## src/rtl/iexu_pkg.sv

```systemverilog
package iexu_pkg;

  typedef enum logic [3:0] {
    OP_NONE, OP_ADD, OP_SUB, OP_AND, OP_OR, OP_XOR, OP_NOR,
    OP_SLT, OP_SLTU, OP_SLL, OP_SRL, OP_SRA, OP_LUI
  } alu_op_e;

  typedef struct packed {
    alu_op_e op;
    logic    valid;
    logic    use_imm;
    logic    imm_zext;
    logic    trap_en;
    logic    var_shamt;
    logic    dest_rt;
  } ctrl_t;

  localparam logic [5:0] OPC_REG   = 6'h00;
  localparam logic [5:0] OPC_ADDI  = 6'h08;
  localparam logic [5:0] OPC_ADDIU = 6'h09;
  localparam logic [5:0] OPC_SLTI  = 6'h0A;
  localparam logic [5:0] OPC_SLTIU = 6'h0B;
  localparam logic [5:0] OPC_ANDI  = 6'h0C;
  localparam logic [5:0] OPC_ORI   = 6'h0D;
  localparam logic [5:0] OPC_XORI  = 6'h0E;
  localparam logic [5:0] OPC_LUI   = 6'h0F;

  localparam logic [5:0] FN_SLL  = 6'h00;
  localparam logic [5:0] FN_SRL  = 6'h02;
  localparam logic [5:0] FN_SRA  = 6'h03;
  localparam logic [5:0] FN_SLLV = 6'h04;
  localparam logic [5:0] FN_SRLV = 6'h06;
  localparam logic [5:0] FN_SRAV = 6'h07;
  localparam logic [5:0] FN_ADD  = 6'h20;
  localparam logic [5:0] FN_ADDU = 6'h21;
  localparam logic [5:0] FN_SUB  = 6'h22;
  localparam logic [5:0] FN_SUBU = 6'h23;
  localparam logic [5:0] FN_AND  = 6'h24;
  localparam logic [5:0] FN_OR   = 6'h25;
  localparam logic [5:0] FN_XOR  = 6'h26;
  localparam logic [5:0] FN_NOR  = 6'h27;
  localparam logic [5:0] FN_SLT  = 6'h2A;
  localparam logic [5:0] FN_SLTU = 6'h2B;

endpackage

```

## src/rtl/iexu_decode.sv

```systemverilog
module iexu_decode
  import iexu_pkg::*;
(
  input  logic [5:0] opcode_i,
  input  logic [5:0] funct_i,
  output ctrl_t      ctrl_o
);

  always_comb begin
    ctrl_o = '0;
    if (opcode_i == OPC_REG) begin
      ctrl_o.valid = 1'b1;
      unique case (funct_i)
        FN_ADD:  begin ctrl_o.op = OP_ADD; ctrl_o.trap_en = 1'b1; end
        FN_ADDU: ctrl_o.op = OP_ADD;
        FN_SUB:  begin ctrl_o.op = OP_SUB; ctrl_o.trap_en = 1'b1; end
        FN_SUBU: ctrl_o.op = OP_SUB;
        FN_AND:  ctrl_o.op = OP_AND;
        FN_OR:   ctrl_o.op = OP_OR;
        FN_XOR:  ctrl_o.op = OP_XOR;
        FN_NOR:  ctrl_o.op = OP_NOR;
        FN_SLT:  ctrl_o.op = OP_SLT;
        FN_SLTU: ctrl_o.op = OP_SLTU;
        FN_SLL:  ctrl_o.op = OP_SLL;
        FN_SRL:  ctrl_o.op = OP_SRL;
        FN_SRA:  ctrl_o.op = OP_SRA;
        FN_SLLV: begin ctrl_o.op = OP_SLL; ctrl_o.var_shamt = 1'b1; end
        FN_SRLV: begin ctrl_o.op = OP_SRL; ctrl_o.var_shamt = 1'b1; end
        FN_SRAV: begin ctrl_o.op = OP_SRA; ctrl_o.var_shamt = 1'b1; end
        default: ctrl_o.valid = 1'b0;
      endcase
    end else begin
      ctrl_o.valid   = 1'b1;
      ctrl_o.use_imm = 1'b1;
      ctrl_o.dest_rt = 1'b1;
      unique case (opcode_i)
        OPC_ADDI:  begin ctrl_o.op = OP_ADD; ctrl_o.trap_en = 1'b1; end
        OPC_ADDIU: ctrl_o.op = OP_ADD;
        OPC_SLTI:  ctrl_o.op = OP_SLT;
        OPC_SLTIU: ctrl_o.op = OP_SLTU;
        OPC_ANDI:  begin ctrl_o.op = OP_AND; ctrl_o.imm_zext = 1'b1; end
        OPC_ORI:   begin ctrl_o.op = OP_OR;  ctrl_o.imm_zext = 1'b1; end
        OPC_XORI:  begin ctrl_o.op = OP_XOR; ctrl_o.imm_zext = 1'b1; end
        OPC_LUI:   ctrl_o.op = OP_LUI;
        default:   ctrl_o.valid = 1'b0;
      endcase
    end
  end

endmodule

```

## src/rtl/iexu_addsub.sv

```systemverilog
module iexu_addsub #(
  parameter int XLEN = 32
) (
  input  logic [XLEN-1:0] a_i,
  input  logic [XLEN-1:0] b_i,
  input  logic            sub_i,
  output logic [XLEN-1:0] sum_o,
  output logic            ovf_o,
  output logic            lt_s_o,
  output logic            lt_u_o
);

  localparam int M = XLEN - 1;

  logic [XLEN-1:0] b_eff;
  logic [XLEN:0]   full;

  assign b_eff  = sub_i ? ~b_i : b_i;
  assign full   = {1'b0, a_i} + {1'b0, b_eff} + {{XLEN{1'b0}}, sub_i};
  assign sum_o  = full[M:0];
  // signed overflow: operands agree in sign, result does not
  assign ovf_o  = (a_i[M] == b_eff[M]) && (sum_o[M] != a_i[M]);
  assign lt_s_o = sum_o[M] ^ ovf_o;
  assign lt_u_o = ~full[XLEN];

endmodule

```

## src/rtl/iexu_shift.sv

```systemverilog
module iexu_shift #(
  parameter int XLEN = 32,
  parameter int SHW  = $clog2(XLEN)
) (
  input  logic [XLEN-1:0] data_i,
  input  logic [SHW-1:0]  amt_i,
  input  logic            left_i,
  input  logic            arith_i,
  output logic [XLEN-1:0] data_o
);

  logic [XLEN-1:0] rev_in, rev_out;
  logic [XLEN-1:0] stg [SHW+1];
  logic            fill;

  // left shifts reuse the right shifter on bit-reversed data
  for (genvar i = 0; i < XLEN; i++) begin : g_rev
    assign rev_in[i]  = data_i[XLEN-1-i];
    assign rev_out[i] = stg[SHW][XLEN-1-i];
  end

  assign fill   = arith_i & ~left_i & data_i[XLEN-1];
  assign stg[0] = left_i ? rev_in : data_i;

  for (genvar s = 0; s < SHW; s++) begin : g_stage
    localparam int D = 1 << s;
    assign stg[s+1] = amt_i[s] ? {{D{fill}}, stg[s][XLEN-1:D]} : stg[s];
  end

  assign data_o = left_i ? rev_out : stg[SHW];

  always_comb begin
    if (amt_i == '0) AST_SHIFT_ZERO_PASS: assert (data_o == data_i);
  end

endmodule

```

## src/rtl/iexu_logic.sv

```systemverilog
module iexu_logic
  import iexu_pkg::*;
#(
  parameter int XLEN = 32
) (
  input  logic [XLEN-1:0] a_i,
  input  logic [XLEN-1:0] b_i,
  input  alu_op_e         op_i,
  output logic [XLEN-1:0] y_o
);

  always_comb begin
    unique case (op_i)
      OP_AND:  y_o = a_i & b_i;
      OP_OR:   y_o = a_i | b_i;
      OP_XOR:  y_o = a_i ^ b_i;
      OP_NOR:  y_o = ~(a_i | b_i);
      default: y_o = '0;
    endcase
  end

endmodule

```

## src/rtl/int_exec_unit.sv

```systemverilog
module int_exec_unit
  import iexu_pkg::*;
#(
  parameter int XLEN  = 32,
  parameter int IMM_W = 16,
  parameter int REG_W = 5
) (
  input  logic [31:0]      instr_i,
  input  logic [XLEN-1:0]  rs_val_i,
  input  logic [XLEN-1:0]  rt_val_i,
  output logic [XLEN-1:0]  result_o,
  output logic             we_o,
  output logic [REG_W-1:0] dest_o,
  output logic             ovf_trap_o
);

  localparam int SHW = $clog2(XLEN);
  localparam int M   = XLEN - 1;

  ctrl_t           ctrl;
  logic [IMM_W-1:0] imm;
  logic [XLEN-1:0] imm_ext, opb, sum, logic_y, shift_y;
  logic [SHW-1:0]  shamt;
  logic            is_sub, ovf, lt_s, lt_u;

  iexu_decode u_decode (
    .opcode_i (instr_i[31:26]),
    .funct_i  (instr_i[5:0]),
    .ctrl_o   (ctrl)
  );

  assign imm     = instr_i[IMM_W-1:0];
  assign imm_ext = ctrl.imm_zext ? {{(XLEN-IMM_W){1'b0}}, imm}
                                 : {{(XLEN-IMM_W){imm[IMM_W-1]}}, imm};
  assign opb     = ctrl.use_imm ? imm_ext : rt_val_i;
  assign is_sub  = ctrl.op inside {OP_SUB, OP_SLT, OP_SLTU};

  iexu_addsub #(.XLEN(XLEN)) u_addsub (
    .a_i    (rs_val_i),
    .b_i    (opb),
    .sub_i  (is_sub),
    .sum_o  (sum),
    .ovf_o  (ovf),
    .lt_s_o (lt_s),
    .lt_u_o (lt_u)
  );

  iexu_logic #(.XLEN(XLEN)) u_logic (
    .a_i  (rs_val_i),
    .b_i  (opb),
    .op_i (ctrl.op),
    .y_o  (logic_y)
  );

  assign shamt = ctrl.var_shamt ? rs_val_i[SHW-1:0] : instr_i[6 +: SHW];

  iexu_shift #(.XLEN(XLEN), .SHW(SHW)) u_shift (
    .data_i  (rt_val_i),
    .amt_i   (shamt),
    .left_i  (ctrl.op == OP_SLL),
    .arith_i (ctrl.op == OP_SRA),
    .data_o  (shift_y)
  );

  always_comb begin
    unique case (ctrl.op)
      OP_ADD, OP_SUB:                result_o = sum;
      OP_AND, OP_OR, OP_XOR, OP_NOR: result_o = logic_y;
      OP_SLT:                        result_o = {{M{1'b0}}, lt_s};
      OP_SLTU:                       result_o = {{M{1'b0}}, lt_u};
      OP_SLL, OP_SRL, OP_SRA:        result_o = shift_y;
      OP_LUI:                        result_o = {imm, {(XLEN-IMM_W){1'b0}}};
      default:                       result_o = '0;
    endcase
  end

  assign dest_o     = ctrl.dest_rt ? instr_i[20:16] : instr_i[15:11];
  assign ovf_trap_o = ctrl.valid & ctrl.trap_en & ovf;
  assign we_o       = ctrl.valid & ~ovf_trap_o & (dest_o != '0);

  always_comb begin
    if (ovf_trap_o) AST_TRAP_BLOCKS_WE: assert (!we_o);
    if (dest_o == '0) AST_ZERO_DEST_NO_WE: assert (!we_o);
    if (!ctrl.valid) AST_ILLEGAL_QUIET: assert (!we_o && !ovf_trap_o && result_o == '0);
    if ((instr_i[31:26] == OPC_ADDIU) ||
        (instr_i[31:26] == OPC_REG && instr_i[5:0] inside {FN_ADDU, FN_SUBU}))
      AST_UNSIGNED_NO_TRAP: assert (!ovf_trap_o);
    if (ctrl.op == OP_SLT && rs_val_i[M] != opb[M])
      AST_SLT_SIGN_SPLIT: assert (result_o == {{M{1'b0}}, rs_val_i[M]});
    if (ctrl.op == OP_SLTU && rs_val_i[M] != opb[M])
      AST_SLTU_MSB_SPLIT: assert (result_o == {{M{1'b0}}, opb[M]});
  end

endmodule

```

## config.mk

```make
export PLATFORM = sky130hd
export DESIGN_NAME = int_exec_unit
export DESIGN_NICKNAME = d
export VERILOG_FILES = /design/src/rtl/iexu_pkg.sv /design/src/rtl/iexu_decode.sv /design/src/rtl/iexu_addsub.sv /design/src/rtl/iexu_shift.sv /design/src/rtl/iexu_logic.sv /design/src/rtl/int_exec_unit.sv
export SDC_FILE = /design/constraint.sdc
export NUM_CORES = 1
export LEC_CHECK = 0
export BUFFER_PORTS_ARGS = -buffer_cell sky130_fd_sc_hd__buf_4
export CAP_MARGIN = 20
export CORE_MARGIN = 5
export CORE_UTILIZATION = 30
export DETAILED_ROUTE_END_ITERATION = 10
export MAX_ROUTING_LAYER = met4
export PLACE_DENSITY_LB_ADDON = 0.1
export SYNTH_ARGS = -nofsm -noshare
export SYNTH_HDL_FRONTEND = slang
export SYNTH_HIERARCHICAL = 1
export SYNTH_SLANG_ARGS = --single-unit
```

## constraint.sdc

```tcl
create_clock -name vclk -period 14.7
set_input_delay 3.675 -clock vclk [all_inputs]
set_output_delay 3.675 -clock vclk [all_outputs]
set_load 0.1 [all_outputs]
```

==> results of run 1 <==
[cell families (layout without fill, tap and decap cells)]
group,after synthesis,count (layout)
adders and majority gates,96,96
buffers and inverters,204,257
other,0,2
xor gates and xnor gates,97,97
muxes,141,141
AOI/OAI and AO/OA,370,370
and+or+nand+nor,382,382
[path summary, 6_finish.rpt]
path,start,to,slack [ns],cells past startpoint
hold / removal,instr_i[19],dest_o[3],7.84,3
setup / recovery,instr_i[27],result_o[0],1.39,23
[area by class of cell]
type                       instances  area, sq um  share of cell area (%)
timing repair buffer             156         1180                    10.8
tap                              442          553                    5.03
antenna                            2         5.00                  0.0455
inverter                         101          379                    3.45
multi-input combinational       1086         8870                    80.7
[through the flow]
step                      power, uW  hold WS [ns]  util, %
after floorplan                 307          7.82        -
after global placement          448          7.84     34.0
after detailed placement        446          7.84     34.0
after CTS                       449          7.84     34.0
after global routing            484          7.85     34.0
final                           453          7.84     34.1
[cell usage in the layout, fill, tap and decap left out, types with 5 or more instances in the layout]
cell                       instances
sky130_fd_sc_hd__mux2i_1          29
sky130_fd_sc_hd__a211oi_1         15
sky130_fd_sc_hd__nor2_1           68
sky130_fd_sc_hd__and2_1            7
sky130_fd_sc_hd__a31oi_1          26
sky130_fd_sc_hd__a211o_1           5
sky130_fd_sc_hd__nor2b_1          14
sky130_fd_sc_hd__o21ai_0          50
sky130_fd_sc_hd__a221o_1          19
sky130_fd_sc_hd__nor3_1           18
sky130_fd_sc_hd__a21o_1           21
sky130_fd_sc_hd__buf_4           155
sky130_fd_sc_hd__a22oi_2          30
sky130_fd_sc_hd__or2_2             6
sky130_fd_sc_hd__nor4bb_1         16
sky130_fd_sc_hd__xnor2_1          55
sky130_fd_sc_hd__mux2_2           74
sky130_fd_sc_hd__nand2_1         138
sky130_fd_sc_hd__xor2_1           41
sky130_fd_sc_hd__and3_1           19
sky130_fd_sc_hd__mux4_2           34
sky130_fd_sc_hd__nand4_1          16
sky130_fd_sc_hd__a21oi_1          51
sky130_fd_sc_hd__a221oi_1          5
sky130_fd_sc_hd__o21a_1            7
sky130_fd_sc_hd__o32ai_1           5
sky130_fd_sc_hd__o21bai_1          6
sky130_fd_sc_hd__ha_1             95
sky130_fd_sc_hd__inv_1            97
sky130_fd_sc_hd__o22ai_1          20
sky130_fd_sc_hd__nand3_1          31
sky130_fd_sc_hd__o31ai_1           7
sky130_fd_sc_hd__nand2b_1         16
sky130_fd_sc_hd__o211ai_1         39
[where the power goes]
| group | internal [uW] | total, uW | switching, uW | leakage, uW |
|---|---|---|---|---|
| Sequential | 0 | 0 | 0 | 0 |
| Clock | 0.0000151 | 0.0000151 | 0 | 0.0000000127 |
| Combinational | 164 | 453 | 290 | 0.00478 |
| Total | 164 | 453 | 290 | 0.00478 |
[critical path, delay by kind of cell]
kind            cells  cell delay (ns)
compound gates     11             2.15
xor+xnor            2             0.24
fa+ha+maj           1             0.31
buf+inv             4             0.97
simple gates        5             2.30
[layer usage]
| layer | vias to the layer above | track usage [%] | routed length, microns |
|---|---|---|---|
| li1 | 4945 | - | - |
| met1 | 5184 | 37.5 | 22300 |
| met2 | 500 | 39.4 | 20800 |
| met3 | 35 | 1.39 | 2840 |
| met4 | 0 | 3.09 | 718 |
| met5 | - | - | 0 |
==> impl_metrics.prom, run 1 <==
# TYPE chip_impl_metric gauge
chip_impl_metric{name="post_route_cells_drive_above_1_share",unit="%"} 24.8
chip_impl_info{name="library_cell_occupying_the_most_area_in_the_post_synthesis_netlist",value="sky130_fd_sc_hd__ha_1"} 1
chip_impl_metric{name="vdd_ir_drop_max",unit="uV"} 16.7
chip_impl_metric{name="layout_min_cycle_time",unit="ns"} 13.31
chip_impl_metric{name="worst-slew-pin-transition",unit="ns"} 1.00
chip_impl_metric{name="clock.fmax",unit="MHz"} 75.1
chip_impl_metric{name="cts_hold_repair.buffers",unit=""} 0
chip_impl_metric{name="synthesis.area",unit="sq mm"} 0.00973
chip_impl_metric{name="max_slew_margin",unit="%"} 33.3
chip_impl_info{name="cp_common_cell",value="sky130_fd_sc_hd__buf_4"} 1
chip_impl_metric{name="grt_pass1_wl",unit="microns"} 68600
chip_impl_metric{name="floorplan.die.width",unit="microns"} 190
chip_impl_metric{name="fp.coreArea",unit="sq mm"} 0.0323
chip_impl_metric{name="ant_nets",unit=""} 0
chip_impl_metric{name="preCtsSetupSlack",unit="ns"} 1.43
chip_impl_info{name="setup_repair_after_global_routing_missed_its_margin",value="no"} 1
chip_impl_metric{name="dp_hpwl",unit="microns"} 36700
chip_impl_metric{name="router_iterations_before_antenna_repair",unit=""} 6
chip_impl_metric{name="setup-violations-final",unit=""} 0
chip_impl_metric{name="layout.nets",unit=""} 1537
chip_impl_info{name="hold_class",value="primary input to output port"} 1
chip_impl_metric{name="final.setup.worst_slack",unit="ns"} 1.39
chip_impl_metric{name="worstPathMaxFanout",unit=""} 9
chip_impl_info{name="critical_path.cell_chain",value="buf_4 > or4_4 > or4_4 > a21oi_2 > o2bb2ai_1 > buf_4 > xnor2_1 > or3_1 > o31ai_4 > buf_4 > xor2_1 > ha_1 > a21oi_1 > o21ai_0 > or4_1 > o21ai_2 > o21ai_1 > o21a_1 > a221oi_1 > or3b_2 > a21oi_1 > a221o_1 > buf_4"} 1
chip_impl_metric{name="yosysWarningCount",unit=""} 6
chip_impl_metric{name="syn-instance-count",unit=""} 1290
chip_impl_metric{name="drc",unit=""} 0
chip_impl_metric{name="synth_seq_area_share",unit="%"} 0
chip_impl_info{name="yosys.cell_count.top_type",value="sky130_fd_sc_hd__nand2_1"} 1
chip_impl_metric{name="gp_routability_congestion",unit=""} 0.982
chip_impl_metric{name="fill_cells",unit=""} 3467
chip_impl_metric{name="fp.dieArea",unit="sq mm"} 0.0361
chip_impl_info{name="synth.top_cells.by_area",value="sky130_fd_sc_hd__ha_1, sky130_fd_sc_hd__mux2_2, sky130_fd_sc_hd__mux4_2, sky130_fd_sc_hd__nand2_1, sky130_fd_sc_hd__xnor2_1"} 1
chip_impl_metric{name="timing.final.max_slew_violations",unit=""} 0
chip_impl_metric{name="placed_cell_area",unit="sq mm"} 0.0110
chip_impl_metric{name="yosys.area_share.xor_xnor",unit="%"} 8.73
chip_impl_metric{name="std_cell_rows",unit=""} 66
chip_impl_metric{name="complex_gate_fraction_of_the_synthesized_area",unit="%"} 29.2
chip_impl_metric{name="number_of_clock_buffers_in_the_layout",unit=""} 0
chip_impl_metric{name="io_buffer_count",unit=""} 130
chip_impl_metric{name="share_of_synthesized_cell_area_in_and_or_nand_and_nor_gates",unit="%"} 20.0
chip_impl_metric{name="synth.avg_cell_area",unit="sq um"} 7.54
chip_impl_metric{name="synth_mux_area_share",unit="%"} 20.0
chip_impl_metric{name="routed_wire_length_per_instance",unit="microns"} 26.1
chip_impl_metric{name="synth_top_cell_area_share",unit="%"} 12.2
chip_impl_metric{name="fin_cells",unit=""} 1787
chip_impl_info{name="status",value="complete, no violations"} 1
chip_impl_metric{name="grt_antenna_before_repair",unit=""} 3
chip_impl_metric{name="final_design_area_no_fill",unit="sq mm"} 0.0110
chip_impl_metric{name="die_ht",unit="microns"} 190
chip_impl_metric{name="seqCellArea",unit="sq um"} 0
chip_impl_metric{name="final_min_period_over_clock_period",unit="%"} 90.6
chip_impl_metric{name="seq_cells",unit=""} 0
chip_impl_metric{name="cp.required",unit="ns"} 11.02
chip_impl_metric{name="effective_utilization_at_floorplan",unit="%"} 30.1
chip_impl_info{name="setup.worst_path.end_class",value="output port"} 1
chip_impl_metric{name="critical-path-max-stage-delay",unit="ns"} 0.54
chip_impl_metric{name="grt_util_all_layers",unit="%"} 25.4
chip_impl_info{name="synth_commonest_cells",value="sky130_fd_sc_hd__nand2_1, sky130_fd_sc_hd__inv_1, sky130_fd_sc_hd__ha_1"} 1
chip_impl_metric{name="synth_cell_type_count",unit=""} 97
chip_impl_metric{name="dp.cells",unit=""} 1785
chip_impl_metric{name="synth_adder_area_share",unit="%"} 12.4
chip_impl_metric{name="grt_pass1_vias",unit=""} 10200
chip_impl_metric{name="syn_to_final_growth",unit="%"} 13.0
chip_impl_metric{name="static-leakage-power",unit="uW"} 0.00478
chip_impl_metric{name="worst-endpoint-arrival",unit="ns"} 9.64
chip_impl_metric{name="timing.max_cap.violations",unit=""} 0
chip_impl_metric{name="routed_wire_length",unit="microns"} 46700
chip_impl_metric{name="ctsResizeCount",unit=""} 0
chip_impl_metric{name="post_cts_buffers",unit=""} 0
chip_impl_info{name="timing.critical_path.slowest_stage_cell",value="sky130_fd_sc_hd__or4_4"} 1
chip_impl_metric{name="starting_drt_drc_count",unit=""} 1103
chip_impl_metric{name="num_vias",unit=""} 10700
chip_impl_info{name="setup.worst_path.start_class",value="primary input"} 1
chip_impl_metric{name="maximum_number_of_pins_on_one_net_before_global_route_repair",unit=""} 73
chip_impl_metric{name="grt_overflow",unit=""} 0
chip_impl_metric{name="boundaryPins",unit=""} 135
chip_impl_metric{name="total_negative_slack",unit="ns"} 0
chip_impl_info{name="path_class",value="primary input to output port"} 1
chip_impl_metric{name="synthesis.nets",unit=""} 1482
chip_impl_metric{name="finalHoldViolations",unit=""} 0
chip_impl_metric{name="avgViaCountPerCell",unit=""} 5.97
chip_impl_info{name="combinational_family_with_the_most_area_after_synthesis",value="compound AO/OA/AOI/OAI gates"} 1
chip_impl_metric{name="power_density",unit="mW/mm^2"} 41.2
Note: power is estimated with default switching activity, not from simulation.
==> run 2, diff against run 1 <==
==> constraint.sdc (replaced) <==
create_clock -name vclk -period 11.15
set_input_delay 2.7875 -clock vclk [all_inputs]
set_output_delay 2.7875 -clock vclk [all_outputs]
set_load 0.1 [all_outputs]
==> run 2 against run 1 <==
Wire length rose by 2.3%. Sequential share of layout area unchanged. Final cell count rose by 5.4%. Utilization grew 3.0 points. Critical path depth increased by 2. Global-route usage rose by 0.48 points.
==> impl_metrics.prom, run 2 (synthesis results as in run 1) <==
# TYPE chip_impl_metric gauge
chip_impl_metric{name="dp_hpwl",unit="microns"} 38100
chip_impl_metric{name="grt_util_all_layers",unit="%"} 25.9
chip_impl_info{name="path_class",value="primary input to output port"} 1
chip_impl_metric{name="finalHoldViolations",unit=""} 0
chip_impl_metric{name="seqCellArea",unit="sq um"} 0
chip_impl_metric{name="fill_cells",unit=""} 3508
chip_impl_info{name="layout_common_cells",value="sky130_fd_sc_hd__buf_4, sky130_fd_sc_hd__nand2_1, sky130_fd_sc_hd__inv_1"} 1
chip_impl_metric{name="seq_cells",unit=""} 0
chip_impl_metric{name="clock.fmax",unit="MHz"} 90.3
chip_impl_metric{name="starting_drt_drc_count",unit=""} 1118
chip_impl_metric{name="holdPathStages",unit=""} 3
chip_impl_metric{name="router_iterations_before_antenna_repair",unit=""} 6
chip_impl_metric{name="io_buffer_count",unit=""} 130
chip_impl_metric{name="max_slew_margin",unit="%"} 30.4
chip_impl_metric{name="boundaryPins",unit=""} 135
chip_impl_metric{name="layout.nets",unit=""} 1630
chip_impl_metric{name="critical-path-max-stage-delay",unit="ns"} 0.55
chip_impl_metric{name="fp.dieArea",unit="sq mm"} 0.0361
chip_impl_metric{name="grt_pass1_vias",unit=""} 10500
chip_impl_info{name="timing.hold.worst.start",value="instr_i[16]"} 1
chip_impl_metric{name="preCtsSetupSlack",unit="ns"} -0.281
chip_impl_info{name="critPathTopFamily",value="compound AO/OA/AOI/OAI gates"} 1
chip_impl_metric{name="placed_cell_area",unit="sq mm"} 0.0116
chip_impl_metric{name="layout_min_cycle_time",unit="ns"} 11.08
chip_impl_metric{name="worst-slew-pin-transition",unit="ns"} 1.04
chip_impl_metric{name="fp.coreArea",unit="sq mm"} 0.0323
chip_impl_metric{name="routed_wire_length",unit="microns"} 47800
chip_impl_metric{name="cp.required",unit="ns"} 8.36
chip_impl_metric{name="final.setup.worst_slack",unit="ns"} 0.0701
chip_impl_metric{name="drc",unit=""} 0
chip_impl_metric{name="avgViaCountPerCell",unit=""} 5.83
chip_impl_info{name="layout.cells.most_common",value="sky130_fd_sc_hd__buf_4"} 1
chip_impl_metric{name="worstPathMaxFanout",unit=""} 7
chip_impl_info{name="setup_repair_after_global_routing_missed_its_margin",value="yes"} 1
chip_impl_metric{name="maximum_number_of_pins_on_one_net_before_global_route_repair",unit=""} 54
chip_impl_metric{name="timing.final.max_slew_violations",unit=""} 0
chip_impl_metric{name="setup-violations-final",unit=""} 0
chip_impl_metric{name="effective_utilization_at_floorplan",unit="%"} 30.1
chip_impl_metric{name="post_route_cells_drive_above_1_share",unit="%"} 31.3
chip_impl_metric{name="num_vias",unit=""} 11000
chip_impl_metric{name="floorplan.die.width",unit="microns"} 190
chip_impl_metric{name="grt_pass1_wl",unit="microns"} 69700
chip_impl_info{name="end_point_of_the_most_critical_hold_path",value="dest_o[0]"} 1
chip_impl_metric{name="die_ht",unit="microns"} 190
chip_impl_metric{name="number_of_clock_buffers_in_the_layout",unit=""} 0
chip_impl_metric{name="worst-endpoint-arrival",unit="ns"} 8.29
chip_impl_info{name="hold_class",value="primary input to output port"} 1
chip_impl_metric{name="grt_overflow",unit=""} 0
chip_impl_metric{name="final_min_period_over_clock_period",unit="%"} 99.4
chip_impl_metric{name="ant_nets",unit=""} 0
chip_impl_metric{name="routed_wire_length_per_instance",unit="microns"} 25.4
chip_impl_metric{name="crit_buf_inv",unit=""} 7
chip_impl_metric{name="gp_routability_congestion",unit=""} 0.988
chip_impl_info{name="timing.critical_path.slowest_stage_cell",value="sky130_fd_sc_hd__or4_4"} 1
chip_impl_info{name="status",value="complete, no violations"} 1
chip_impl_metric{name="syn_to_final_growth",unit="%"} 23.0
chip_impl_info{name="setup.worst_path.start_class",value="primary input"} 1
chip_impl_metric{name="std_cell_rows",unit=""} 66
chip_impl_metric{name="final_design_area_no_fill",unit="sq mm"} 0.0120
chip_impl_metric{name="grt_antenna_before_repair",unit=""} 5
chip_impl_info{name="setup.worst_path.end_class",value="output port"} 1
chip_impl_metric{name="timing.max_cap.violations",unit=""} 0
==> run 2: changes by cell type in the layout (fill, tap and decap cells not counted), sizes merged <==
cell	change
diode	+4
buf	+93
==> run 2: tightest hold or removal path, cell delays in order <==
cell                     delay [ns]
sky130_fd_sc_hd__buf_4         0.08
sky130_fd_sc_hd__mux2_2        0.13
sky130_fd_sc_hd__buf_4         0.28
==> run 2: how the worst max path moves through the flow <==
stage	slack, ns	cells past startpoint	to	startpoint
2_1_floorplan	0.002	20	result_o[23]	instr_i[27]
3_3_place_gp	-0.27	22	result_o[0]	instr_i[27]
3_5_place_dp	-0.28	21	result_o[0]	instr_i[27]
4_1_cts	0.005	25	result_o[0]	instr_i[27]
5_1_grt	-0.1	25	result_o[0]	instr_i[27]
6_report	0.07	25	result_o[0]	instr_i[27]
==> run 2: timing repair <==
action                     4_1_cts  5_1_grt
setup buffers                    4       14
pin swaps                        2       15
setup endpoints to repair        6       13
cloned                           0        0
gates resized for setup          7       39
hold buffers                     0        0
==> run 2: per-stage QoR <==
stage	setup TNS, ns	hold slack, ns	util [%]	instances
3_3_place_gp	-0.603	6.07	35.9	1860
3_5_place_dp	-0.533	6.07	35.9	1860
4_1_cts	0	6.07	36.2	1864
6_report	0	6.07	37.1	1884
2_1_floorplan	0	5.98	-	1290
5_1_grt	-0.139	6.08	37.1	1883
==> run 2: routing by layer <==
metal	global-route usage, %	wire (microns)
met1	37.1	22200
met5	-	0
met4	5.70	1050
met3	3.39	3420
met2	38.8	21100
==> run 2: final cells by class <==
type | count | area (sq um) | share of cell area [%]
tap | 442 | 553 | 4.62
inverter | 101 | 379 | 3.17
antenna | 6 | 15.0 | 0.125
multi-input combinational | 1086 | 9040 | 75.5
timing repair buffer | 249 | 1990 | 16.6
==> run 3, diff against run 2 <==
--- a/config.mk
+++ b/config.mk
@@ -5,9 +5,10 @@
 export SDC_FILE = /design/constraint.sdc
 export NUM_CORES = 1
 export LEC_CHECK = 0
+export ABC_AREA = 1
 export BUFFER_PORTS_ARGS = -buffer_cell sky130_fd_sc_hd__buf_4
 export CAP_MARGIN = 20
-export CORE_MARGIN = 5
+export CORE_MARGIN = 2
 export CORE_UTILIZATION = 30
 export DETAILED_ROUTE_END_ITERATION = 10
 export MAX_ROUTING_LAYER = met4
==> run 3 against run 2 <==
Cell area shrank 8.6%. Final cell count grew 24%. Critical path type unchanged. Critical path depth shrank 4. Flip-flop and latch count is the same.
==> impl_metrics.prom, run 3 <==
# TYPE chip_impl_metric gauge
chip_impl_info{name="status",value="complete, no violations"} 1
chip_impl_metric{name="internal_power",unit="uW"} 163
chip_impl_metric{name="dp.cells",unit=""} 2327
chip_impl_metric{name="synth.avg_cell_area",unit="sq um"} 5.17
chip_impl_metric{name="timing.final.max_slew_violations",unit=""} 0
chip_impl_info{name="setup.worst_path.start_class",value="primary input"} 1
chip_impl_metric{name="finalHoldViolations",unit=""} 0
chip_impl_info{name="crit_start",value="instr_i[31]"} 1
chip_impl_metric{name="post_route_cells_drive_above_1_share",unit="%"} 13.2
chip_impl_metric{name="maximum_number_of_pins_on_one_net_before_global_route_repair",unit=""} 65
chip_impl_info{name="synth.top_cells.by_area",value="sky130_fd_sc_hd__nand3_1, sky130_fd_sc_hd__nand2_1, sky130_fd_sc_hd__ha_1, sky130_fd_sc_hd__inv_1, sky130_fd_sc_hd__xor2_1"} 1
chip_impl_metric{name="router_iterations_before_antenna_repair",unit=""} 5
chip_impl_metric{name="total_negative_slack",unit="ns"} 0
chip_impl_info{name="synth_commonest_cells",value="sky130_fd_sc_hd__nand2_1, sky130_fd_sc_hd__nand3_1, sky130_fd_sc_hd__inv_1"} 1
chip_impl_metric{name="grt_pass1_vias",unit=""} 11700
chip_impl_metric{name="starting_drt_drc_count",unit=""} 1227
chip_impl_metric{name="cp.required",unit="ns"} 8.36
chip_impl_metric{name="floorplan.die.width",unit="microns"} 184
chip_impl_metric{name="drc",unit=""} 0
chip_impl_info{name="cp_common_cell",value="sky130_fd_sc_hd__nand2_1"} 1
chip_impl_metric{name="avgViaCountPerCell",unit=""} 5.32
chip_impl_metric{name="totalPowerFinal",unit="uW"} 536
chip_impl_info{name="setup_repair_after_global_routing_missed_its_margin",value="no"} 1
chip_impl_info{name="yosys.cell_count.top_type",value="sky130_fd_sc_hd__nand2_1"} 1
chip_impl_metric{name="worst-endpoint-arrival",unit="ns"} 7.33
chip_impl_metric{name="grt_util_all_layers",unit="%"} 27.6
chip_impl_metric{name="timing.max_cap.violations",unit=""} 0
chip_impl_info{name="timing.hold.worst.start",value="instr_i[16]"} 1
chip_impl_metric{name="combinationalPowerShare",unit="%"} 100.0
chip_impl_metric{name="num_vias",unit=""} 12400
chip_impl_metric{name="fin_cells",unit=""} 2333
chip_impl_metric{name="seq_cells",unit=""} 0
chip_impl_info{name="layout_common_cells",value="sky130_fd_sc_hd__nand2_1, sky130_fd_sc_hd__nand3_1, sky130_fd_sc_hd__inv_1"} 1
chip_impl_metric{name="final.setup.worst_slack",unit="ns"} 1.03
chip_impl_metric{name="grt_overflow",unit=""} 0
chip_impl_metric{name="grt_pass1_wl",unit="microns"} 69800
chip_impl_info{name="layout.cells.most_common",value="sky130_fd_sc_hd__nand2_1"} 1
chip_impl_metric{name="synth_top_cell_area_share",unit="%"} 26.5
chip_impl_info{name="path_class",value="primary input to output port"} 1
chip_impl_metric{name="synth_seq_area_share",unit="%"} 0
chip_impl_metric{name="power_density",unit="mW/mm^2"} 49.0
chip_impl_metric{name="boundaryPins",unit=""} 135
chip_impl_metric{name="layout.nets",unit=""} 2125
chip_impl_metric{name="gp_routability_congestion",unit=""} 0.954
chip_impl_metric{name="io_buffer_count",unit=""} 130
chip_impl_metric{name="critical-path-max-stage-delay",unit="ns"} 0.68
chip_impl_metric{name="antenna_diode_count",unit=""} 0
chip_impl_metric{name="fp.coreArea",unit="sq mm"} 0.0317
chip_impl_metric{name="die_ht",unit="microns"} 184
chip_impl_metric{name="grt_antenna_before_repair",unit=""} 0
chip_impl_info{name="critical_path.cell_chain",value="buf_4 > nor2_1 > nand4_2 > buf_4 > nor2_1 > nand2_1 > o21ai_2 > buf_4 > inv_2 > nand3_1 > nand3_1 > nand3_1 > nand3_1 > nand2_1 > nand2_1 > nand2_1 > nand2_1 > nand2_1 > nand2_1 > nand3_1 > buf_4"} 1
chip_impl_metric{name="clock.fmax",unit="MHz"} 98.8
chip_impl_metric{name="routed_wire_length_per_instance",unit="microns"} 19.6
chip_impl_metric{name="dp_hpwl",unit="microns"} 36300
chip_impl_metric{name="syn_to_final_growth",unit="%"} 12.8
chip_impl_metric{name="crit_buf_inv",unit=""} 5
chip_impl_metric{name="synthesis.area",unit="sq mm"} 0.00969
chip_impl_info{name="library_cell_occupying_the_most_area_in_the_post_synthesis_netlist",value="sky130_fd_sc_hd__nand3_1"} 1
chip_impl_info{name="setup.worst_path.end_class",value="output port"} 1
chip_impl_metric{name="ctsResizeCount",unit=""} 0
chip_impl_metric{name="effective_utilization_at_floorplan",unit="%"} 30.6
chip_impl_metric{name="seqCellArea",unit="sq um"} 0
chip_impl_metric{name="preCtsSetupSlack",unit="ns"} 0.985
chip_impl_metric{name="final_min_period_over_clock_period",unit="%"} 90.7
chip_impl_info{name="timing.critical_path.slowest_stage_cell",value="sky130_fd_sc_hd__nor2_1"} 1
chip_impl_metric{name="p_sw",unit="uW"} 373
chip_impl_metric{name="setup-violations-final",unit=""} 0
chip_impl_metric{name="std_cell_rows",unit=""} 65
chip_impl_metric{name="cts_hold_repair.buffers",unit=""} 0
chip_impl_metric{name="synthesis.nets",unit=""} 2067
chip_impl_metric{name="worst-slew-pin-transition",unit="ns"} 0.899
chip_impl_metric{name="fill_cells",unit=""} 3792
chip_impl_metric{name="static-leakage-power",unit="uW"} 0.00632
chip_impl_metric{name="synth_cell_type_count",unit=""} 46
chip_impl_metric{name="number_of_clock_buffers_in_the_layout",unit=""} 0
chip_impl_info{name="hold_class",value="primary input to output port"} 1
chip_impl_metric{name="syn-instance-count",unit=""} 1875
chip_impl_metric{name="final_design_area_no_fill",unit="sq mm"} 0.0109
chip_impl_metric{name="vdd_ir_drop_max",unit="uV"} 21.3
chip_impl_metric{name="fp.dieArea",unit="sq mm"} 0.0338
chip_impl_metric{name="clock_power_share",unit="%"} 0
chip_impl_metric{name="switching_share",unit="%"} 69.7
chip_impl_metric{name="layout_min_cycle_time",unit="ns"} 10.12
chip_impl_metric{name="yosysWarningCount",unit=""} 6
chip_impl_info{name="critPathTopFamily",value="simple AND/OR/NAND/NOR gates"} 1
chip_impl_metric{name="routed_wire_length",unit="microns"} 45700
chip_impl_metric{name="max_slew_margin",unit="%"} 39.4
chip_impl_metric{name="placed_cell_area",unit="sq mm"} 0.0108
chip_impl_metric{name="area_taken_by_multi_input_logic_gates",unit="sq mm"} 0.00803
chip_impl_metric{name="power_frac_seq",unit="%"} 0
chip_impl_metric{name="post_cts_buffers",unit=""} 0
chip_impl_metric{name="worstPathMaxFanout",unit=""} 33
chip_impl_metric{name="ant_nets",unit=""} 0
==> run 3: changes by cell type after synthesis, sizes merged, moves of 32 or more <==
cell and delta:
clkbuf -36, o211ai -38, xnor2 -53, mux4 -34
mux2 -69, buf +35, inv +197, nand3 +502
a22oi -32, nand2 +402
==> run 3: path summary, 6_finish.rpt <==
check / to / slack [ns] / cells after the start
worst min-delay path: dest_o[0] / 6.10 / 6
worst max-delay path: result_o[12] / 1.03 / 21
==> run 3: kinds of logic (layout without fill, tap and decap cells) <==
group                      count (synthesis)  count (layout)  synth area share [%]
and+or+nand+nor                         1208            1208                  57.7
buffers and inverters                    396             452                  17.6
AOI/OAI and AO/OA                        117             117                  6.76
adders and majority gates                 96              96                  12.5
xor gates and xnor gates                  50              50                  4.59
muxes                                      8               8                 0.929
==> run 3: power groups by stage <==
stage	Combinational [uW]	Sequential, uW	Clock (uW)
2_1_floorplan	358	0	0
4_1_cts	526	0	0
5_1_grt	588	0	0
6_report	536	0	0
3_3_place_gp	523	0	0
3_5_place_dp	524	0	0
==> run 3: layout make-up <==
class / count / area share [%]
Tap cell: 402 / 4.60
Multi-Input combinational cell: 1479 / 73.4
Inverter: 294 / 10.1
Timing Repair Buffer: 158 / 11.9
==> run 3: tightest hold or removal path, stage by stage <==
cell	delay, ns
sky130_fd_sc_hd__buf_4	0.11
sky130_fd_sc_hd__inv_1	0.04
sky130_fd_sc_hd__nand2_1	0.04
sky130_fd_sc_hd__nand2_1	0.08
sky130_fd_sc_hd__inv_1	0.04
sky130_fd_sc_hd__buf_4	0.22
==> run 3: routing by layer <==
metal  GRT usage [%]  wire, microns  part of all wire (%)  up-vias
li1                -              -                     -     6202
met1            39.0          22000                    48     5757
met2            42.8          19900                    43      414
met3            2.22           2720                   5.9       45
met4            5.82           1110                   2.4        0
met5               -              0                     0        -
==> run 3: metrics by stage <==
| stage | util, % | hold WS (ns) |
|---|---|---|
| after floorplan | - | 6.06 |
| after global placement | 34.0 | 6.10 |
| after detailed placement | 34.0 | 6.11 |
| after CTS | 34.0 | 6.11 |
| after global routing | 34.5 | 6.15 |
| final | 34.5 | 6.10 |
